[config.mk]
export PLATFORM = sky130hd
export DESIGN_NAME = vec_unpack_seq
export DESIGN_NICKNAME = d
export VERILOG_FILES = /design/src/rtl/vec_unpack_pkg.sv /design/src/rtl/vec_unpack_ctrl.sv /design/src/rtl/vec_unpack_dp.sv /design/src/rtl/vec_unpack_seq.sv
export SDC_FILE = /design/constraint.sdc
export NUM_CORES = 1
export LEC_CHECK = 0
export BUFFER_PORTS_ARGS = -buffer_cell sky130_fd_sc_hd__buf_2
export CORE_MARGIN = 3
export CORE_UTILIZATION = 25
export DETAILED_ROUTE_END_ITERATION = 10
export GPL_TIMING_DRIVEN = 0
export MAX_ROUTING_LAYER = met4
export PLACE_DENSITY = 0.48
export RECOVER_POWER = 50
export REMOVE_ABC_BUFFERS = 1
export SLEW_MARGIN = 10
export SYNTH_ARGS = -nofsm -noshare
export SYNTH_HDL_FRONTEND = slang
export SYNTH_HIERARCHICAL = 1
export SYNTH_SLANG_ARGS = --single-unit
[constraint.sdc]
create_clock -name clk -period 1.8 [get_ports clk]
set_input_delay 0.18 -clock clk [delete_from_list [all_inputs] [get_ports clk]]
set_output_delay 0.18 -clock clk [all_outputs]
set_load 0.02 [all_outputs]
[src/rtl/vec_unpack_pkg.sv]
package vec_unpack_pkg;
  localparam int LANES     = 4;
  localparam int LANE_W    = $clog2(LANES);
  localparam int LANE_LAST = LANES - 1;

  // packed colour word layout
  localparam int CHAN_W      = 5;
  localparam int CHAN_SHIFT  = 3;
  localparam int ALPHA_BIT   = 15;
  localparam int ALPHA_SHIFT = 7;

  typedef enum logic [2:0] {
    FMT_SCALAR = 3'd0,
    FMT_PAIR   = 3'd1,
    FMT_TRIPLE = 3'd2,
    FMT_QUAD   = 3'd3,
    FMT_COLOR  = 3'd4
  } fmt_e;

  typedef struct packed {
    logic              fire;
    logic [LANE_W-1:0] lane;
    logic              unpackColor;
  } strobe_t;
endpackage

[src/rtl/vec_unpack_ctrl.sv]
module vec_unpack_ctrl
  import vec_unpack_pkg::*;
#(
  parameter int COUNT_W = 8
) (
  input  logic               clk,
  input  logic               rst,
  input  logic               inValid,
  input  logic [COUNT_W-1:0] inCount,
  input  logic [2:0]         inFormat,
  output logic               inReady,
  output strobe_t            strobe
);
  logic [LANE_W-1:0] offsetQ;
  logic [LANE_W-1:0] sweepQ;
  logic avail;
  logic consume;
  logic writes;
  logic useSweep;
  logic colorSel;

  always_comb begin
    avail    = inValid && (inCount != '0) && !rst;
    consume  = 1'b0;
    writes   = 1'b0;
    useSweep = 1'b0;
    colorSel = 1'b0;
    case (inFormat)
      FMT_SCALAR: begin
        writes   = 1'b1;
        useSweep = 1'b1;
        consume  = (sweepQ == LANE_W'(LANE_LAST));
      end
      FMT_COLOR: begin
        writes   = 1'b1;
        useSweep = 1'b1;
        colorSel = 1'b1;
        consume  = (sweepQ == LANE_W'(LANE_LAST));
      end
      FMT_PAIR: begin
        writes  = 1'b1;
        consume = (offsetQ < LANE_W'(2));
      end
      FMT_TRIPLE: begin
        writes  = 1'b1;
        consume = (offsetQ != LANE_W'(LANE_LAST));
      end
      FMT_QUAD: begin
        writes  = 1'b1;
        consume = 1'b1;
      end
      default: begin
        consume = 1'b1;
      end
    endcase
    inReady            = avail && consume;
    strobe.fire        = avail && writes;
    strobe.lane        = useSweep ? sweepQ : offsetQ;
    strobe.unpackColor = colorSel;
  end

  always_ff @(posedge clk) begin
    if (rst) begin
      offsetQ <= '0;
      sweepQ  <= '0;
    end else if (strobe.fire) begin
      if (useSweep) sweepQ <= sweepQ + LANE_W'(1);
      else          offsetQ <= offsetQ + LANE_W'(1);
    end
  end
endmodule

[src/rtl/vec_unpack_dp.sv]
module vec_unpack_dp
  import vec_unpack_pkg::*;
#(
  parameter int DATA_W = 32
) (
  input  logic              clk,
  input  logic              rst,
  input  logic [DATA_W-1:0] inData,
  input  strobe_t           strobe,
  output logic              outValid,
  output logic [LANE_W-1:0] outIdx,
  output logic [DATA_W-1:0] outData
);
  logic [DATA_W-1:0] colorLane [LANES];
  logic [DATA_W-1:0] laneValue;

  for (genvar g = 0; g < LANES; g++) begin : g_color
    if (g < LANE_LAST) begin : g_chan
      assign colorLane[g] = DATA_W'(inData[g*CHAN_W +: CHAN_W]) << CHAN_SHIFT;
    end else begin : g_alpha
      assign colorLane[g] = DATA_W'(inData[ALPHA_BIT]) << ALPHA_SHIFT;
    end
  end

  always_comb begin
    laneValue = strobe.unpackColor ? colorLane[strobe.lane] : inData;
  end

  always_ff @(posedge clk) begin
    if (rst) begin
      outValid <= 1'b0;
      outIdx   <= '0;
      outData  <= '0;
    end else begin
      outValid <= strobe.fire;
      if (strobe.fire) begin
        outIdx  <= strobe.lane;
        outData <= laneValue;
      end
    end
  end
endmodule

[src/rtl/vec_unpack_seq.sv]
module vec_unpack_seq
  import vec_unpack_pkg::*;
#(
  parameter int DATA_W  = 32,
  parameter int COUNT_W = 8
) (
  input  logic               clk,
  input  logic               rst,
  input  logic               inValid,
  input  logic [COUNT_W-1:0] inCount,
  input  logic [2:0]         inFormat,
  input  logic [DATA_W-1:0]  inData,
  output logic               inReady,
  output logic               outValid,
  output logic [1:0]         outIdx,
  output logic [DATA_W-1:0]  outData
);
  strobe_t strobe;

  vec_unpack_ctrl #(.COUNT_W(COUNT_W)) u_ctrl (
    .clk      (clk),
    .rst      (rst),
    .inValid  (inValid),
    .inCount  (inCount),
    .inFormat (inFormat),
    .inReady  (inReady),
    .strobe   (strobe)
  );

  vec_unpack_dp #(.DATA_W(DATA_W)) u_dp (
    .clk      (clk),
    .rst      (rst),
    .inData   (inData),
    .strobe   (strobe),
    .outValid (outValid),
    .outIdx   (outIdx),
    .outData  (outData)
  );
endmodule

==> impl_metrics.py, run 1 <==
metrics = {
    "run_status": {
        "status": "complete, no violations",
    },
    "drt": {
        "drc": 0,
        "dr.pass1.iters": 4,
        "vias_per_cell": 4.43,
        "wire_per_inst_um": 13.2,
        "ant_nets": 0,
        "drtIter0Drc": 48,
        "wirelength_um": 5040,
        "vias": 1697,
    },
    "global_route": {
        "grt_pass1_vias": 1689,
        "gr-usage-met1_pct": 15.4,
        "grt_pass1_wl_um": 8220,
        "grt_overflow_total": 0,
        "antenna_found_initial": 0,
        "met3_usage_pct": 4.43,
        "use_met2_pct": 19.6,
        "track_usage_pct": 12.5,
        "globalRoute.busiestLayer": "met2",
        "grt_max_degree": 43,
    },
    "clock_tree": {
        "clk_pin_slew_ns": 0.08,
        "clk_latency_ns": 0.29,
        "holdBufCountCts": 0,
        "htree_levels": 2,
        "ctsLongestPathBuffers": 2,
        "cts_sinks": 39,
        "root_buffer": "clkbuf_8",
        "cts_made_buffers": 5,
        "cts_tree": "built",
    },
    "synthesis": {
        "yosys_most_used_dff": "dfxtp_1",
        "syn_avg_cell_area_um2": 8.93,
        "postSynthCellCount": 208,
        "synth_top_area_share_pct": 42.0,
        "synthMostInstantiatedCell": "dfxtp_1",
        "yosys-top-cells-area": "dfxtp_1 42%, nor2b_1 11%, nor2_1 7.7%, a21oi_1 7.5%, o32ai_2 3.5%",
        "synth_async_sr_flop_share_pct": 0,
        "synth_area_um2": 1860,
        "synth_warnings": 6,
        "synth-seq-cells": 39,
        "ys_seq_area_share_pct": 42.0,
        "synth_top_cell_by_area": "dfxtp_1",
        "synth_edf_count": 0,
        "yosys-top-cells-count": "39 x dfxtp_1, 38 x nor2_1, 32 x nor2b_1",
        "synth_cell_types": 26,
    },
    "setup_path": {
        "cp.arrival_ns": 1.89,
        "worst_setup_path_end_kind": "flip-flop",
        "crit_chain": "buf_2 -> or2_0 -> mux2_2 -> mux2i_1 -> o211a_1 -> o32ai_2",
        "setup.worst_path.start_class": "input pin",
        "crit_path_max_incr_delay_ns": 0.53,
        "path_class": "in -> reg",
        "cp_slowest_cell": "mux2_2",
        "crit_fanout": 11,
        "cp.required_ns": 2.01,
    },
    "timing": {
        "worstMarginPinSlew_ns": 0.608,
        "hold_violations": 0,
        "drv_slew": 0,
        "tns_ns": 0,
        "period_share_pct": 93.3,
        "rsz0062_at_grt": "no",
        "finalSetupViolCount": 0,
        "holdWs_ns": 0.115,
        "layout_setup_ws_ns": 0.121,
        "period_needed_ns": 1.68,
        "slew_headroom_pct": 59.4,
        "fmax_ghz": 0.596,
        "fin_skew_ns": 0.00578,
    },
    "place": {
        "gp_congestion": 0.709,
        "io_buffers": 81,
        "dp_slack_ns": -0.905,
        "dp_hpwl_um": 3540,
        "dp_cells": 371,
    },
    "floorplan": {
        "num_rows": 30,
        "die_width_um": 92.2,
        "core_area_um2": 6980,
        "die-area_um2": 8500,
        "pin_count": 82,
        "initial_utilization_pct": 26.6,
        "die_h_um": 92.2,
    },
    "pwr": {
        "power_density_nw_per_um2": 763,
        "total_power_mw": 1.88,
        "peakVddDrop_v": 0.000290,
        "p_leak_nw": 1.06,
    },
    "worst_hold_path": {
        "hp-class": "in -> reg",
    },
    "finish": {
        "synthToLayoutAreaGrowth_pct": 32.7,
        "nFillCells": 774,
        "drive_above_1_share_pct": 24.7,
        "diodes": 0,
        "register_area_um2": 781,
        "instances_no_fill": 383,
        "multi_input_comb_area_um2": 1000,
        "fin_nets": 334,
    },
    "run": {
        "max_cap_viol_count": 0,
    },
}
## state kept, by name, indices dropped and copies added, names as in the netlist
signal	flops
u_ctrl/sweepQ	2
u_dp/outIdx	2
u_dp/outValid	1
u_ctrl/offsetQ	2
u_dp/outData	32
## worst paths after layout
| path | from | end | slack, ns | cells past startpoint |
|---|---|---|---|---|
| max | inFormat[1] | u_dp/outData[5] | 0.12 | 6 |
| min | inData[25] | u_dp/outData[25] | 0.12 | 3 |
| max reg2reg | u_ctrl/offsetQ[0] | u_dp/outData[7] | 0.27 | 4 |
| min reg2reg | u_dp/outData[26] | u_dp/outData[26] | 0.48 | 2 |
## layout make-up
type	instances	share of cell area, %
clock buffer	8	4.06
inverter	4	0.609
multi-input combinational	149	40.6
sequential	39	31.7
tap	96	4.87
timing repair buffer	87	18.2
## worst max-delay path: cells and delay by family
kind	cells	cell delay [ns]
mux	2	0.71
compound gates	2	0.46
simple gates	1	0.42
buf+inv	1	0.12
## through the flow
step / area [µm²] / util [%]
after floorplan: 1780 / -
final: 2470 / 35.3
after CTS: 2510 / 35.9
after global placement: 2300 / 33.0
after global routing: 2470 / 35.3
after detailed placement: 2360 / 33.8
## report_power, final
part	total (mW)	switching [mW]	leakage, nW	internal, mW
clock	0.656	0.305	0.0515	0.350
combinational	0.313	0.179	0.695	0.134
sequential	0.913	0.0171	0.317	0.896
total	1.88	0.501	1.06	1.38
## kinds of logic after synthesis
kind of cell / after synthesis / synth area share, %
fa+ha+maj: 2 / 1.35
simple gates: 87 / 26.0
compound gates: 46 / 17.3
flops: 39 / 42.0
buf+inv: 20 / 5.25
mux: 14 / 8.08
## routing by layer
layer  up-vias  share of wire, %  routed length, µm
li1        861                 -                  -
met1       782                46               2300
met3         5               7.5                376
met5         -                 0                  0
met4         0               1.3                 65
met2        49                46               2300
## cell usage in the layout (no fill, tap or decap), drive strengths merged
cell	netlist	layout
buf	10	52
clkbuf	6	43
dfxtp	39	39
nor2	38	38
nor2b	32	32
a21oi	28	28
mux2	8	8
nand2b	7	7
mux2i	6	6
o211a	5	5
nand3b	5	5
inv	4	4
a211oi	4	4
o32ai	4	4
nor4	2	2
a31oi	2	2
nand3	2	2
ha	2	2
or2	1	1
a21boi	1	1
o21bai	1	1
a311oi	1	1
## what timing repair did
item                                   4_1_cts  5_1_grt
pin swaps                                    0        0
gates resized for setup                      2        2
endpoints found under the hold margin        0        0
cloned                                       0        0
setup endpoints to repair                   32       32
buffers inserted                             4        0
Power figures use the tool's default switching activity.
==> run 2: changes to the inputs <==
--- a/config.mk
+++ b/config.mk
@@ -11,7 +11,6 @@
 export DETAILED_ROUTE_END_ITERATION = 10
 export GPL_TIMING_DRIVEN = 0
 export MAX_ROUTING_LAYER = met4
-export PLACE_DENSITY = 0.48
 export RECOVER_POWER = 50
 export REMOVE_ABC_BUFFERS = 1
 export SLEW_MARGIN = 10
==> run 2 against run 1 <==
Sequential power is essentially flat. Power decreased by 0.14%. Register-to-register slack improved by 0.02 ns. Wire length fell by 4.3%. Clock-buffer cell count is the same. Worst setup slack better by 0.010 ns. Flip-flop and latch count did not move. Clock skew about the same. Fmax grew 0.61%. Non-clock buffer count stayed put. Critical path depth did not move. First-iteration DRC count decreased by 8.3%.
==> impl_metrics.py, run 2 (synthesis gave the netlist of run 1 again) <==
metrics = {
    "run_status": {
        "status": "complete, no violations",
    },
    "timing": {
        "holdWs_ns": 0.114,
        "period_needed_ns": 1.67,
        "fin_skew_ns": 0.00562,
        "rsz0062_at_grt": "no",
        "period_share_pct": 92.7,
        "drv_slew": 0,
        "worstMarginPinSlew_ns": 0.615,
        "hold_violations": 0,
        "finalSetupViolCount": 0,
        "slew_headroom_pct": 59.0,
        "fmax_ghz": 0.599,
    },
    "finish": {
        "fin_nets": 334,
        "regMostFlops": "u_dp/outData",
        "layout_commonest_cell": "buf_2",
        "instances_no_fill": 383,
        "drive_above_1_share_pct": 24.7,
        "nFillCells": 775,
        "synthToLayoutAreaGrowth_pct": 32.3,
        "mostFrequentLayoutCells": "45 x buf_2, 39 x dfxtp_1, 37 x nor2_1",
        "register_area_um2": 781,
        "largest_reg_flops": 32,
        "multi_input_comb_area_um2": 1000,
        "diodes": 0,
    },
    "setup_path": {
        "worst_setup_path_end_kind": "flip-flop",
        "setup.worst_path.start_class": "input pin",
        "reg2reg_from": "u_ctrl/sweepQ[0]",
        "cp_slowest_cell": "mux2_2",
        "crit_fanout": 11,
        "cp.arrival_ns": 1.82,
        "r2r-end": "u_dp/outData[7]",
        "critPathMostFrequentCell": "mux2_2",
        "reg2reg_depth": 4,
        "crit_chain": "buf_2 -> or2_0 -> mux2_2 -> mux2_2 -> a31oi_1 -> a311oi_1",
        "path_class": "in -> reg",
        "crit_buf_inv": 1,
        "crit_family": "multiplexers",
        "regToRegSetupSlack_ns": 0.29,
        "startpoint": "inFormat[1]",
        "crit_path_max_incr_delay_ns": 0.53,
        "cp.required_ns": 1.95,
    },
    "drt": {
        "vias": 1688,
        "vias_per_cell": 4.41,
        "ant_nets": 0,
        "wirelength_um": 4820,
        "dr.pass1.iters": 4,
        "wire_per_inst_um": 12.6,
        "drc": 0,
        "drtIter0Drc": 44,
    },
    "place": {
        "dp_hpwl_um": 3400,
        "io_buffers": 81,
        "gp_congestion": 0.780,
        "dp_cells": 371,
    },
    "floorplan": {
        "die_h_um": 92.2,
        "die_width_um": 92.2,
        "pin_count": 82,
        "die-area_um2": 8500,
        "num_rows": 30,
        "core_area_um2": 6980,
        "initial_utilization_pct": 26.6,
    },
    "global_route": {
        "grt_pass1_wl_um": 7910,
        "grt_pass1_vias": 1686,
        "track_usage_pct": 11.8,
        "grt_overflow_total": 0,
        "grt_max_degree": 43,
        "antenna_found_initial": 0,
    },
    "clock_tree": {
        "cts_sinks": 39,
        "cts_tree": "built",
        "root_buffer": "clkbuf_8",
        "clk_latency_ns": 0.29,
        "htree_levels": 2,
        "clk_pin_slew_ns": 0.08,
        "cts_made_buffers": 5,
        "holdBufCountCts": 0,
        "ctsLongestPathBuffers": 2,
    },
    "pwr": {
        "p_leak_nw": 1.06,
        "power_density_nw_per_um2": 764,
        "total_power_mw": 1.88,
        "peakVddDrop_v": 0.000417,
    },
    "run": {
        "max_cap_viol_count": 0,
    },
    "worst_hold_path": {
        "worstHoldStart": "inData[29]",
        "hold_path_depth": 3,
        "min_to": "u_dp/outData[29]",
        "hp-class": "in -> reg",
    },
}
run 2: worst max-delay path by stage:
stage,end,slack [ns],cells past startpoint
after floorplan,u_dp/outData[0],-2.10,5
after global placement,u_dp/outData[0],-4.88,7
after detailed placement,u_dp/outData[20],-0.64,8
after CTS,u_dp/outData[3],0.006,7
final,u_dp/outData[7],0.13,6
after global routing,u_dp/outData[4],0.008,7
run 2: metal layers:
layer | routed length [µm] | part of all wire, % | GRT usage (%) | vias to the layer above
li1 | - | - | - | 860
met1 | 2280 | 47 | 14.7 | 772
met2 | 2260 | 47 | 19.3 | 56
met3 | 286 | 5.9 | 2.87 | 0
met4 | 0 | 0 | 2.97 | 0
met5 | 0 | 0 | - | -
run 2: report_power, final:
group          leakage [nW]  switching [mW]  internal [mW]
logic                 0.693           0.176          0.133
registers             0.317          0.0167          0.896
clock network        0.0515           0.307          0.350
run 2: metrics by stage:
step | TNS [ns] | setup WS, ns | instance area, µm² | util, %
2_1_floorplan | -67.82 | -2.10 | 1780 | -
3_3_place_gp | -160.37 | -4.88 | 2300 | 33.0
3_5_place_dp | -18.13 | -0.641 | 2360 | 33.8
4_1_cts | 0 | 0.00647 | 2470 | 35.4
5_1_grt | 0 | 0.00786 | 2460 | 35.2
6_report | 0 | 0.132 | 2460 | 35.2
run 2: repair_timing:
item / 4_1_cts / 5_1_grt
pin swaps: 0 / 0
endpoints found under the setup margin: 30 / 24
gates resized for setup: 3 / 0
setup buffers: 0 / 4
run 2: final cells by class:
| cell class | count | share of cell area, % |
|---|---|---|
| Tap cell | 96 | 4.89 |
| Multi-Input combinational cell | 149 | 40.7 |
| Clock buffer | 8 | 4.07 |
| Inverter | 4 | 0.611 |
| Sequential cell | 39 | 31.8 |
| Timing Repair Buffer | 87 | 18.0 |
run 2: tightest hold or removal path, delay by kind of cell:
| kind | cells | cell delay, ns |
|---|---|---|
| buffers and inverters | 1 | 0.08 |
| and+or+nand+nor | 1 | 0.07 |
| AOI/OAI and AO/OA | 1 | 0.05 |
